==> src/rtl/bod_pkg.sv <==
// Package: shared field positions and the configuration record of the
// brown-out control wrapper. Assumes an 8-bit register view.
package bod_pkg;
    localparam int REG_W     = 8;
    localparam int VSEL_W    = 2;
    localparam int B_EN      = 0;
    localparam int B_VSEL_LO = 1;
    localparam int B_RMODE   = 3;
    localparam int B_FLAG    = 4;
    localparam int B_LPM     = 5;
    localparam int B_STAT    = 6;
    localparam int B_LVR     = 7;

    typedef struct packed {
        logic              lvr_en;
        logic              lpm;
        logic              rmode;
        logic [VSEL_W-1:0] vsel;
        logic              en;
    } bod_cfg_t;
endpackage

==> src/rtl/bod_sync.sv <==
// Module: multi-flop synchronizer for the asynchronous comparator output.
// Assumes STAGES >= 2. Reset value of every stage is 0.
module bod_sync #(
    parameter int STAGES = 2
) (
    input  logic clk,
    input  logic rst_n,
    input  logic din,
    output logic dout
);
    logic [STAGES-1:0] chain;

    // Shift the raw input through the flop chain.
    always_ff @(posedge clk) begin
        if (!rst_n) chain <= '0;
        else        chain <= {chain[STAGES-2:0], din};
    end

    assign dout = chain[STAGES-1];
endmodule

==> src/rtl/bod_cfg_regs.sv <==
// Module: protected configuration fields. A write updates them only when the
// protect input is low. Assumes the flag and status bits are handled elsewhere.
module bod_cfg_regs
    import bod_pkg::*;
#(
    parameter logic LVR_DEFAULT = 1'b1
) (
    input  logic             clk,
    input  logic             rst_n,
    input  logic             wr_en,
    input  logic [REG_W-1:0] wr_data,
    input  logic             prot_en,
    output bod_cfg_t         cfg
);
    logic wr_ok;
    assign wr_ok = wr_en && !prot_en;

    // Hold or update the protected fields.
    always_ff @(posedge clk) begin
        if (!rst_n) begin
            cfg        <= '0;
            cfg.lvr_en <= LVR_DEFAULT;
        end else if (wr_ok) begin
            cfg.en     <= wr_data[B_EN];
            cfg.vsel   <= wr_data[B_VSEL_LO +: VSEL_W];
            cfg.rmode  <= wr_data[B_RMODE];
            cfg.lpm    <= wr_data[B_LPM];
            cfg.lvr_en <= wr_data[B_LVR];
        end
    end
endmodule

==> src/rtl/bod_event.sv <==
// Module: status gating and the sticky event flag.
// The flag sets on any change of the synchronized comparator while the
// detector is enabled. A set event wins over a same-cycle clear.
// Assumes cmp_s is already synchronous to clk.
module bod_event (
    input  logic clk,
    input  logic rst_n,
    input  logic en,
    input  logic cmp_s,
    input  logic clr_req,
    output logic status,
    output logic flag
);
    logic cmp_d;
    logic crossing;

    assign status   = en & cmp_s;
    assign crossing = en & (cmp_s ^ cmp_d);

    // Track the previous synchronized value, including while disabled.
    always_ff @(posedge clk) begin
        if (!rst_n) cmp_d <= 1'b0;
        else        cmp_d <= cmp_s;
    end

    // Sticky flag: set has priority over write-1-to-clear.
    always_ff @(posedge clk) begin
        if (!rst_n)        flag <= 1'b0;
        else if (crossing) flag <= 1'b1;
        else if (clr_req)  flag <= 1'b0;
    end
endmodule

==> src/rtl/bod_ctrl.sv <==
// Module: top of the brown-out control wrapper. It joins the synchronizer,
// the protected configuration and the event logic. It assembles the read
// view and steers an event to a reset request or an interrupt.
// Assumes the register bus is a single 8-bit location with a write strobe.
module bod_ctrl
    import bod_pkg::*;
#(
    parameter int   SYNC_STAGES = 2,
    parameter logic LVR_DEFAULT = 1'b1
) (
    input  logic             clk,
    input  logic             rst_n,
    input  logic             wr_en,
    input  logic [REG_W-1:0] wr_data,
    input  logic             prot_en,
    input  logic             cmp_in,
    output logic [REG_W-1:0] rd_data,
    output logic             irq,
    output logic             rst_req
);
    bod_cfg_t cfg;
    logic     cmp_s;
    logic     status;
    logic     flag;
    logic     clr_req;

    assign clr_req = wr_en & wr_data[B_FLAG];

    bod_sync #(.STAGES(SYNC_STAGES)) u_sync (
        .clk  (clk),
        .rst_n(rst_n),
        .din  (cmp_in),
        .dout (cmp_s)
    );

    bod_cfg_regs #(.LVR_DEFAULT(LVR_DEFAULT)) u_cfg (
        .clk    (clk),
        .rst_n  (rst_n),
        .wr_en  (wr_en),
        .wr_data(wr_data),
        .prot_en(prot_en),
        .cfg    (cfg)
    );

    bod_event u_evt (
        .clk    (clk),
        .rst_n  (rst_n),
        .en     (cfg.en),
        .cmp_s  (cmp_s),
        .clr_req(clr_req),
        .status (status),
        .flag   (flag)
    );

    // Assemble the register read view.
    always_comb begin
        rd_data                        = '0;
        rd_data[B_EN]                  = cfg.en;
        rd_data[B_VSEL_LO +: VSEL_W]   = cfg.vsel;
        rd_data[B_RMODE]               = cfg.rmode;
        rd_data[B_FLAG]                = flag;
        rd_data[B_LPM]                 = cfg.lpm;
        rd_data[B_STAT]                = status;
        rd_data[B_LVR]                 = cfg.lvr_en;
    end

    // Steer the event to reset or interrupt by mode.
    assign rst_req = cfg.en &  cfg.rmode & status;
    assign irq     = cfg.en & ~cfg.rmode & flag;
endmodule

==> config.mk <==
export PLATFORM = sky130hd
export DESIGN_NAME = bod_ctrl
export DESIGN_NICKNAME = d
export VERILOG_FILES = /design/src/rtl/bod_pkg.sv /design/src/rtl/bod_sync.sv /design/src/rtl/bod_cfg_regs.sv /design/src/rtl/bod_event.sv /design/src/rtl/bod_ctrl.sv
export SDC_FILE = /design/constraint.sdc
export NUM_CORES = 1
export LEC_CHECK = 0
export ABC_CLOCK_PERIOD_IN_PS = 800
export BUFFER_PORTS_ARGS = -buffer_cell sky130_fd_sc_hd__buf_2
export CORE_AREA = 10 10 47 49
export CTS_BUF_LIST = sky130_fd_sc_hd__clkbuf_16
export DETAILED_ROUTE_END_ITERATION = 7
export DIE_AREA = 0 0 57 59
export PLACE_DENSITY_LB_ADDON = 0.3
export SLEW_MARGIN = 10
export SYNTH_ARGS = -nofsm -noshare
export SYNTH_HDL_FRONTEND = slang
export SYNTH_SLANG_ARGS = --single-unit
==> constraint.sdc <==
create_clock -name clk -period 0.8 [get_ports clk]
set_input_delay 0.16 -clock clk [delete_from_list [all_inputs] [get_ports clk]]
set_output_delay 0.16 -clock clk [all_outputs]
set_load 0.01 [all_outputs]
==> results of run 1 <==
## logic make-up after synthesis
logic type | count (synthesis) | share of synthesized area, %
simple gates | 18 | 25.5
flops | 10 | 48.5
mux | 6 | 14.5
buf+inv | 5 | 9.39
xor+xnor | 1 | 2.12
## cell usage in the layout (no fill, tap or decap)
master	n
sky130_fd_sc_hd__and2_1	4
sky130_fd_sc_hd__and3_1	1
sky130_fd_sc_hd__buf_2	14
sky130_fd_sc_hd__buf_4	4
sky130_fd_sc_hd__buf_6	8
sky130_fd_sc_hd__clkbuf_16	3
sky130_fd_sc_hd__dfxtp_1	2
sky130_fd_sc_hd__dfxtp_2	6
sky130_fd_sc_hd__dfxtp_4	2
sky130_fd_sc_hd__mux2i_1	6
sky130_fd_sc_hd__nand2_1	3
sky130_fd_sc_hd__nand2_2	1
sky130_fd_sc_hd__nand3_1	2
sky130_fd_sc_hd__nor2_2	1
sky130_fd_sc_hd__nor2b_1	5
sky130_fd_sc_hd__nor2b_4	1
sky130_fd_sc_hd__xor2_1	1
## per-layer routing
| layer | track usage (%) | wire length [um] | up-vias |
|---|---|---|---|
| li1 | - | - | 174 |
| met1 | 6.14 | 415 | 147 |
| met5 | 0 | 0 | - |
| met2 | 8.53 | 391 | 21 |
| met4 | 4.03 | 18 | 0 |
| met3 | 5.15 | 133 | 2 |
## synthesized netlist by cell type
| cell | instances | area [um2] |
|---|---|---|
| sky130_fd_sc_hd__dfxtp_1 | 10 | 200 |
| sky130_fd_sc_hd__mux2i_1 | 6 | 60.1 |
| sky130_fd_sc_hd__nor2b_1 | 5 | 31.3 |
| sky130_fd_sc_hd__and2_1 | 4 | 25.0 |
| sky130_fd_sc_hd__nand2_1 | 4 | 15.0 |
| sky130_fd_sc_hd__buf_4 | 3 | 22.5 |
| sky130_fd_sc_hd__nand3_1 | 2 | 10.0 |
| sky130_fd_sc_hd__and3_1 | 1 | 6.26 |
| sky130_fd_sc_hd__buf_6 | 1 | 11.3 |
| sky130_fd_sc_hd__clkbuf_2 | 1 | 5.00 |
| sky130_fd_sc_hd__nor2_1 | 1 | 3.75 |
| sky130_fd_sc_hd__nor2b_4 | 1 | 13.8 |
| sky130_fd_sc_hd__xor2_1 | 1 | 8.76 |
## state kept, by name (all words and copies together) (netlist names)
signal,cells
u_evt.flag,1
u_cfg.cfg,6
u_sync.chain,2
u_evt.cmp_d,1
## cell type report
| type | instances | area (um2) |
|---|---|---|
| well taps | 16 | 20.0 |
| clock buffers | 3 | 75.1 |
| fillers | 142 | 722 |
| multi-input cells | 25 | 179 |
| repair buffers | 26 | 190 |
| flip-flops and latches | 10 | 215 |
## worst register-to-register path, cell delays in order, from the launching register on
cell and delay (ns):
sky130_fd_sc_hd__dfxtp_4 0.35, sky130_fd_sc_hd__buf_4 0.14, sky130_fd_sc_hd__mux2i_1 0.12, sky130_fd_sc_hd__nor2b_1 0.05
## path summary, 6_finish.rpt
kind	slack, ns	start	depth (start not counted)	to
worst max-delay path	-0.22	u_cfg.cfg[0]	2	rst_req
worst min-delay path	0.14	cmp_in	2	u_sync.chain[0]
worst max register to register	0.04	u_cfg.cfg[0]	3	u_cfg.cfg[0]
worst min register to register	0.43	u_sync.chain[0]	1	u_sync.chain[1]
## repair_timing
action | in CTS | in global routing
setup buffers | 1 | 2
gates resized for setup | 16 | 4
pin swaps | 0 | 1
setup endpoints to repair | 10 | 10
## through the flow
stage	utilization, %	hold WS, ns
final	48.5	0.136
after global routing	48.5	0.164
after CTS	46.6	0.137
after detailed placement	36.7	0.370
after global placement	36.7	0.365
after floorplan	-	0.287
## power breakdown
group / internal, mW / switching [mW]
logic: 0.0860 / 0.0507
clock network: 0.645 / 0.201
registers: 0.522 / 0.0165
==> results.toml, run 1 <==
[clocking]
clkSlewWorstSetupHoldPaths_ns = 0.04
tritoncts = "yes"
hold_buffers = 0
ctsHtreeMaxLevel = 1
clock_sinks = 10
cts_max_path_buffers = 2
clk_latency_ns = 0.23
cts-buffers-inserted = 3
cts-root-buf = "sky130_fd_sc_hd__clkbuf_16"

[routing]
remaining_drc_errors = 0
dr_total_vias = 344
routed_wl_per_cell_um = 12.0
dr.pass1.iters = 1
post_route_ant_nets = 0
initialDrtViolationCount = 0
route.final.wire_length_um = 958
routed_via_density = 4.30

[global_routing]
grt_start_max_net_pins = 12
number_of_antenna_violations_at_the_first_check_in_global_routing = 0
groute.usage.overall_pct = 6.17
grt_pass1_vias = 388
globalRoute.totalOverflow = 0
first_pass_grt_wire_length_mm = 1.61

[sta]
setup-violations-final = 10
min_setup_slack_post_route_ns = -0.222
final_cycle_share_pct = 128
worst-slew-pin-transition_ns = 0.239
post-route-min-period_ns = 1.02
tns_setup_ns = -1.06
unrepaired_setup_endpoints_after_global_routing = "yes"
drv_slew = 0
max_clock_freq_mhz = 978
timing_hold_violations_final = 0
finalClockSkew_ns = 0.00186
slew-limit-headroom_pct = 84.0

[power]
total_leakage_power_nw = 0.329
pwr_density_cell_mw_per_mm2 = 2240
power.ir.vdd_worst_v = 0.00173
post-layout-total-power_mw = 1.52

[synthesis]
synth.yosys.seq_area_share_pct = 48.5
synth.cell_area_um2 = 413
synth_area_per_cell_um2 = 10.3
synthesis.yosys.warnings = 0
syn_inst = 40
mappedNetlistNets = 53
postSynthRegisterBits = 10
synth_cell_type_count = 13

[floorplan]
starting_utilization_of_the_core_area_pct = 29.5
die-area_mm2 = 0.00336
die_x_um = 57
placement_rows = 14
fp.dieH_um = 59
core_area_mm2 = 0.00140
top_level_ports = 23

[setup_path]
cp.buffers_inverters = 1
crit_path_top_delay_cell = "sky130_fd_sc_hd__dfxtp_4"
setup.worst_path.end_class = "output port"
cpPeakStageDelay_ns = 0.35
cp_max_fo = 5
timing.critical_path.cells = "and3_1 > buf_2"
critical_path_arrival_ns = 0.86
cp_top_family = "flip-flops"
critPathLaunchType = "flop"
worstPathRequired_ns = 0.64
timing.setup.critical_path_class = "reg2out"

[place]
globalplace.congestion = 0.603
placement.io_buffers = 21
dpl-instance-area_um2 = 514
place_ws_ns = -0.117
post-place-cells = 74

[cells_and_area]
syn_to_final_growth_pct = 64.5
antenna_cells = 0
number_of_standard_cells_in_the_final_layout_excluding_fillers = 80
finish.net_count = 79
layout_cells_sized_above_1_pct = 62.5
final_design_area_no_fill_um2 = 679

[worst_hold_path]
holdCritPathClass = "in2reg"

[flow_run]
max_cap_viol_count = 0

[run_status]
violations = "negative setup slack"
outcome = "complete, but fails checks"
Note: power is estimated with default switching activity, not from simulation.
==> inputs of run 2 (changes only) <==
Settings changed: SYNTH_HIERARCHICAL set to 1.
==> run 2 against run 1 <==
Against the previous run: critical path depth up 1; first-iteration DRC count grew 5; highest routed layer unchanged; largest power group unchanged; clock skew is 0.0012 ns lower; clock power increased by 3.7%; sequential power barely moved; total power up 2.8%; critical path type unchanged; register-to-register slack improved by 0.03 ns; wire length is 8.6% higher; fmax fell by 9.9%; worst setup slack worse by 0.11 ns; the run still ends with negative setup slack left.
==> results.toml, run 2 <==
[sta]
finalClockSkew_ns = 0.000648
worst-slew-pin-transition_ns = 0.243
setup-violations-final = 10
unrepaired_setup_endpoints_after_global_routing = "yes"
post-route-min-period_ns = 1.13
final_cycle_share_pct = 142
min_setup_slack_post_route_ns = -0.335
slew-limit-headroom_pct = 83.8
timing_hold_violations_final = 0
max_clock_freq_mhz = 881
drv_slew = 0

[synthesis]
synth_async_sr_flop_share_pct = 0
synth.yosys.seq_area_share_pct = 46.9
edff_count_synth = 0
netlist.area_leader.share_pct = 46.9
synth.cell_area_um2 = 427
synth_cell_type_count = 16
synthesis.yosys.warnings = 6
mappedNetlistNets = 57
ys.flop_type = "sky130_fd_sc_hd__dfxtp_1"
post-synth-top-count-cell = "sky130_fd_sc_hd__nand2_1"
synth_top_cell_by_area = "sky130_fd_sc_hd__dfxtp_1"
syn_inst = 44
ys_top_cells_by_count = "sky130_fd_sc_hd__nand2_1, sky130_fd_sc_hd__dfxtp_1, sky130_fd_sc_hd__mux2i_1, sky130_fd_sc_hd__and2_1"
synth_area_per_cell_um2 = 9.70
yosys-top-cells-area = "sky130_fd_sc_hd__dfxtp_1, sky130_fd_sc_hd__mux2i_1, sky130_fd_sc_hd__nand2_1"
postSynthRegisterBits = 10

[floorplan]
placement_rows = 14
die_x_um = 57
core_area_mm2 = 0.00140
die-area_mm2 = 0.00336
fp.dieH_um = 59
starting_utilization_of_the_core_area_pct = 30.4
top_level_ports = 23

[place]
placement.io_buffers = 21
globalplace.congestion = 0.621
dp_hpwl_um = 769

[worst_hold_path]
hold_path_depth = 2
holdCritPathClass = "in2reg"
timing.hold.worst.start = "cmp_in"
min_to = "u_sync/chain[0]"

[setup_path]
worstPathRequired_ns = 0.64
timing.setup.critical_path_class = "reg2out"
critPathLaunchType = "flop"
cp_max_fo = 5
flop_to_flop_setup_slack_ns = 0.07
critical_path.reg2reg.startpoint = "u_sync/chain[1]"
r2r-end = "u_evt/flag"
critical_path_arrival_ns = 0.97
reg2regPathDepth = 3
setup.worst_path.end_class = "output port"

[global_routing]
grt_pass1_vias = 396
globalRoute.totalOverflow = 0
number_of_antenna_violations_at_the_first_check_in_global_routing = 0
first_pass_grt_wire_length_mm = 1.81
grt_start_max_net_pins = 17
groute.usage.overall_pct = 7.38

[routing]
remaining_drc_errors = 0
dr_total_vias = 369
routed_wl_per_cell_um = 12.4
dr.pass1.iters = 3
initialDrtViolationCount = 5
route.final.wire_length_mm = 1.04
routed_via_density = 4.39
post_route_ant_nets = 0

[cells_and_area]
top_library_cells_by_usage_in_the_layout_fill_and_taps_aside = "sky130_fd_sc_hd__buf_2, sky130_fd_sc_hd__nand2_1, sky130_fd_sc_hd__buf_6"
finalCoreUtilization_pct = 49.6
largest_register_ff_count = 6
antenna_cells = 0
largestRegisters = "u_cfg/cfg: 6 flops, u_sync/chain: 2 flops"
finish.net_count = 82
largest-register = "u_cfg/cfg"
syn_to_final_growth_pct = 63.0
mostFrequentLayoutCell = "sky130_fd_sc_hd__buf_2"
layout_cells_sized_above_1_pct = 57.4

[run_status]
violations = "negative setup slack"
outcome = "complete, but fails checks"

[clocking]
cts-buffers-inserted = 3
cts_max_path_buffers = 2
clkSlewWorstSetupHoldPaths_ns = 0.04
clock_sinks = 10
clk_latency_ns = 0.24
cts-root-buf = "sky130_fd_sc_hd__clkbuf_16"
tritoncts = "yes"
hold_buffers = 0
ctsHtreeMaxLevel = 1

[power]
total_leakage_power_nw = 0.332
post-layout-total-power_mw = 1.56
pwr_density_cell_mw_per_mm2 = 2250
power.ir.vdd_worst_v = 0.00130

[flow_run]
max_cap_viol_count = 0
==> run 2: changes by cell type after synthesis, moves of 2 or more <==
cell	change
sky130_fd_sc_hd__nand3_1	-2
sky130_fd_sc_hd__and2_2	+2
sky130_fd_sc_hd__nand2_1	+7
sky130_fd_sc_hd__nand3b_1	+2
sky130_fd_sc_hd__nor2b_1	-5
==> run 2: layer usage <==
| metal | part of all wire [%] | up-vias | global-route usage, % | routed length (um) |
|---|---|---|---|---|
| met3 | 15 | 4 | 5.58 | 151 |
| li1 | - | 187 | - | - |
| met2 | 41 | 17 | 10.1 | 427 |
| met4 | 4.6 | 0 | 8.05 | 48 |
| met1 | 40 | 161 | 6.62 | 413 |
| met5 | 0 | - | 0 | 0 |
==> run 2: metrics by stage <==
stage | setup slack [ns] | instances | area [um2] | TNS (ns) | hold slack [ns]
after floorplan | -0.0252 | 44 | 435 | -0.0252 | 0.282
after global placement | -0.0936 | 79 | 544 | -0.141 | 0.359
after detailed placement | -0.107 | 79 | 544 | -0.173 | 0.367
after CTS | -0.343 | 83 | 674 | -1.10 | 0.124
after global routing | -0.371 | 84 | 696 | -1.39 | 0.142
final | -0.335 | 84 | 696 | -1.13 | 0.128
==> run 2: worst max path at each step <==
stage	to	slack, ns	cells past startpoint	from
final	rst_req	-0.33	3	u_cfg/cfg[0]
after detailed placement	rst_req	-0.11	3	u_cfg/cfg[0]
after CTS	rst_req	-0.34	3	u_cfg/cfg[0]
after global routing	rst_req	-0.37	3	u_cfg/cfg[0]
after global placement	rst_req	-0.09	3	u_cfg/cfg[0]
after floorplan	rst_req	-0.03	2	u_cfg/cfg[0]
==> run 2: cell families after synthesis <==
group / share of synthesized area (%)
AOI/OAI and AO/OA: 2.93
xor gates and xnor gates: 2.05
buffers and inverters: 8.21
DFF: 46.9
muxes: 11.7
and+or+nand+nor: 28.2
==> run 2: cell type report <==
cell class,instances,area [um2]
repair buffers,24,178
fillers,137,706
clock inverters,1,3.75
well taps,16,20.0
multi-input cells,29,204
inverters,1,3.75
flip-flops and latches,10,211
clock buffers,3,75.1
==> run 2: timing repair <==
item | 4_1_cts | 5_1_grt
buffers inserted | 0 | 1
gates resized for setup | 13 | 3
pin swaps | 0 | 1
endpoints found under the setup margin | 10 | 11
==> run 2: critical path: stages, from the launching register on <==
cell and delay (ns):
sky130_fd_sc_hd__dfxtp_4 0.35, sky130_fd_sc_hd__and2_4 0.13, sky130_fd_sc_hd__and3_4 0.16, sky130_fd_sc_hd__buf_6 0.09
==> run 2: power by group <==
part           total (mW)  switching [mW]  internal, mW
combinational       0.146          0.0585        0.0874
clock               0.877           0.224         0.653
sequential          0.542          0.0160         0.526
total                1.56           0.298          1.27
==> inputs of run 3 (changes only) <==
Settings changed: GPL_TIMING_DRIVEN set to 0, REMOVE_ABC_BUFFERS set to 1.
==> run 3 against run 2 <==
Against the previous run: the flow still finishes with violations (negative setup slack); via count down 0.81%; global-route usage down 0.61 points; wire length about the same; clock skew up 0.00051 ns; core utilization up 0.45 points; critical path type unchanged.
==> results.toml, run 3 (same netlist as run 2, synthesis figures left out) <==
[run_status]
outcome = "complete, but fails checks"
violations = "negative setup slack"

[sta]
final_cycle_share_pct = 141
max_clock_freq_mhz = 884
unrepaired_setup_endpoints_after_global_routing = "yes"
post-route-min-period_ns = 1.13
timing_hold_violations_final = 0
setup-violations-final = 10
min_setup_slack_post_route_ns = -0.331
tns_setup_ns = -1.18
slew-limit-headroom_pct = 81.9
worst-slew-pin-transition_ns = 0.271
finalClockSkew_ns = 0.00116
drv_slew = 0

[setup_path]
timing.setup.critical_path_class = "reg2out"
crit_path_top_delay_cell = "sky130_fd_sc_hd__dfxtp_4"
cpPeakStageDelay_ns = 0.35
setup.worst_path.start = "u_cfg/cfg[0]"
critPathLaunchType = "flop"
setup.worst_path.end_class = "output port"
critical_path.reg2reg.startpoint = "u_cfg/cfg[0]"
cp_max_fo = 3
timing.critical_path.cells = "and2_4 > and3_4 > buf_6"
cp_top_family = "flip-flops"
worstPathRequired_ns = 0.64
cp.buffers_inverters = 1
critical_path_arrival_ns = 0.97

[place]
globalplace.congestion = 0.618
place_ws_ns = -0.200
placement.io_buffers = 21

[global_routing]
first_pass_grt_wire_length_mm = 1.73
grt_pass1_vias = 387
number_of_antenna_violations_at_the_first_check_in_global_routing = 0
grt_start_max_net_pins = 17
globalRoute.totalOverflow = 0
groute.usage.overall_pct = 6.77

[floorplan]
placement_rows = 14
starting_utilization_of_the_core_area_pct = 30.4
top_level_ports = 23
die-area_mm2 = 0.00336
fp.dieH_um = 59
die_x_um = 57
core_area_mm2 = 0.00140

[cells_and_area]
syn_to_final_growth_pct = 64.5
multiInputGateArea_um2 = 201
layout.filler_cells = 135
largestRegisters = "u_cfg/cfg: 6 flops, u_sync/chain: 2 flops"
mostFrequentLayoutCell = "sky130_fd_sc_hd__buf_2"
layout_cells_sized_above_1_pct = 61.2
largest_register_ff_count = 6
top_library_cells_by_usage_in_the_layout_fill_and_taps_aside = "sky130_fd_sc_hd__buf_2, sky130_fd_sc_hd__buf_6, sky130_fd_sc_hd__nand2_1"
antenna_cells = 0
ff_latch_area_um2 = 213
finish.net_count = 82
largest-register = "u_cfg/cfg"

[worst_hold_path]
holdCritPathClass = "in2reg"
timing.hold.worst.start = "cmp_in"

[flow_run]
max_cap_viol_count = 0

[routing]
initialDrtViolationCount = 2
remaining_drc_errors = 0
routed_via_density = 4.41
routed_wl_per_cell_um = 12.5
post_route_ant_nets = 0
dr_total_vias = 366
route.final.wire_length_mm = 1.04
dr.pass1.iters = 3

[power]
power.ir.vdd_worst_v = 0.00112
clock_power_share_pct = 55.2
total_leakage_power_nw = 0.328
pwr_density_cell_mw_per_mm2 = 2210
post-layout-total-power_mw = 1.55
seqPwrFrac_pct = 34.9
pwr-share-comb_pct = 9.9
p_int_mw = 1.26
switching_share_pct = 18.6
switchingPower_uw = 289

[clocking]
cts-buffers-inserted = 3
tritoncts = "yes"
ctsHtreeMaxLevel = 1
clock_sinks = 10
cts_max_path_buffers = 2
hold_buffers = 0
cts-root-buf = "sky130_fd_sc_hd__clkbuf_16"
clk_latency_ns = 0.23
clkSlewWorstSetupHoldPaths_ns = 0.04
run 3: cell count changes in the layout (fill, tap and decap cells not counted):
cell | previous run | this run
sky130_fd_sc_hd__buf_4 | 3 | 0
sky130_fd_sc_hd__buf_6 | 8 | 11
sky130_fd_sc_hd__dfxtp_1 | 3 | 2
sky130_fd_sc_hd__dfxtp_2 | 6 | 7
sky130_fd_sc_hd__inv_1 | 2 | 1
sky130_fd_sc_hd__nand2_1 | 11 | 9
sky130_fd_sc_hd__nand2_2 | 0 | 2
sky130_fd_sc_hd__xnor2_1 | 0 | 1
sky130_fd_sc_hd__xnor2_2 | 1 | 0
run 3: cell type report:
class | instances | area share, %
sequential | 10 | 30.3
multi-input combinational | 29 | 28.7
timing repair buffer | 24 | 26.9
clock buffer | 3 | 10.7
tap | 16 | 2.85
inverter | 1 | 0.535
run 3: timing repair:
item,CTS,global route
pin swaps,1,0
gates resized for setup,22,2
setup buffers,3,0
endpoints found under the setup margin,10,12
run 3: path summary, 6_finish.rpt:
| path | end | slack [ns] | cells after the start |
|---|---|---|---|
| min reg2reg | u_sync/chain[1] | 0.43 | 1 |
| max reg2reg | u_cfg/cfg[0] | 0.02 | 4 |
| min | u_sync/chain[0] | 0.12 | 2 |
| max | rst_req | -0.33 | 3 |
run 3: worst register-to-register path, cell delays in order (launching register included):
cell and delay [ns]:
sky130_fd_sc_hd__dfxtp_4 0.34, sky130_fd_sc_hd__buf_6 0.11, sky130_fd_sc_hd__buf_6 0.11, sky130_fd_sc_hd__nand2_2 0.04
sky130_fd_sc_hd__mux2i_1 0.06
run 3: power by group through the flow:
stage               registers [mW]  logic, mW  clock network (mW)
floorplan                    0.552     0.0441                   0
global placement             0.545      0.111                   0
detailed placement           0.546      0.115                   0
CTS                          0.543      0.153               0.871
global route                 0.546      0.169               0.899
finish                       0.543      0.153               0.857
run 3: routing by layer:
layer  up-vias  routed length, um  track usage [%]
met2        16                475             9.46
met5         -                  0                0
met4         0                 21             5.03
li1        186                  -                -
met3         3                100             4.51
met1       161                443             7.09
run 3: stage by stage:
stage	instances	area, um2	hold WS [ns]	utilization (%)
after global placement	77	520	0.359	37.1
after global routing	83	702	0.136	50.1
after detailed placement	77	520	0.363	37.1
after floorplan	40	395	0.249	-
after CTS	83	697	0.123	49.7
final	83	702	0.124	50.1
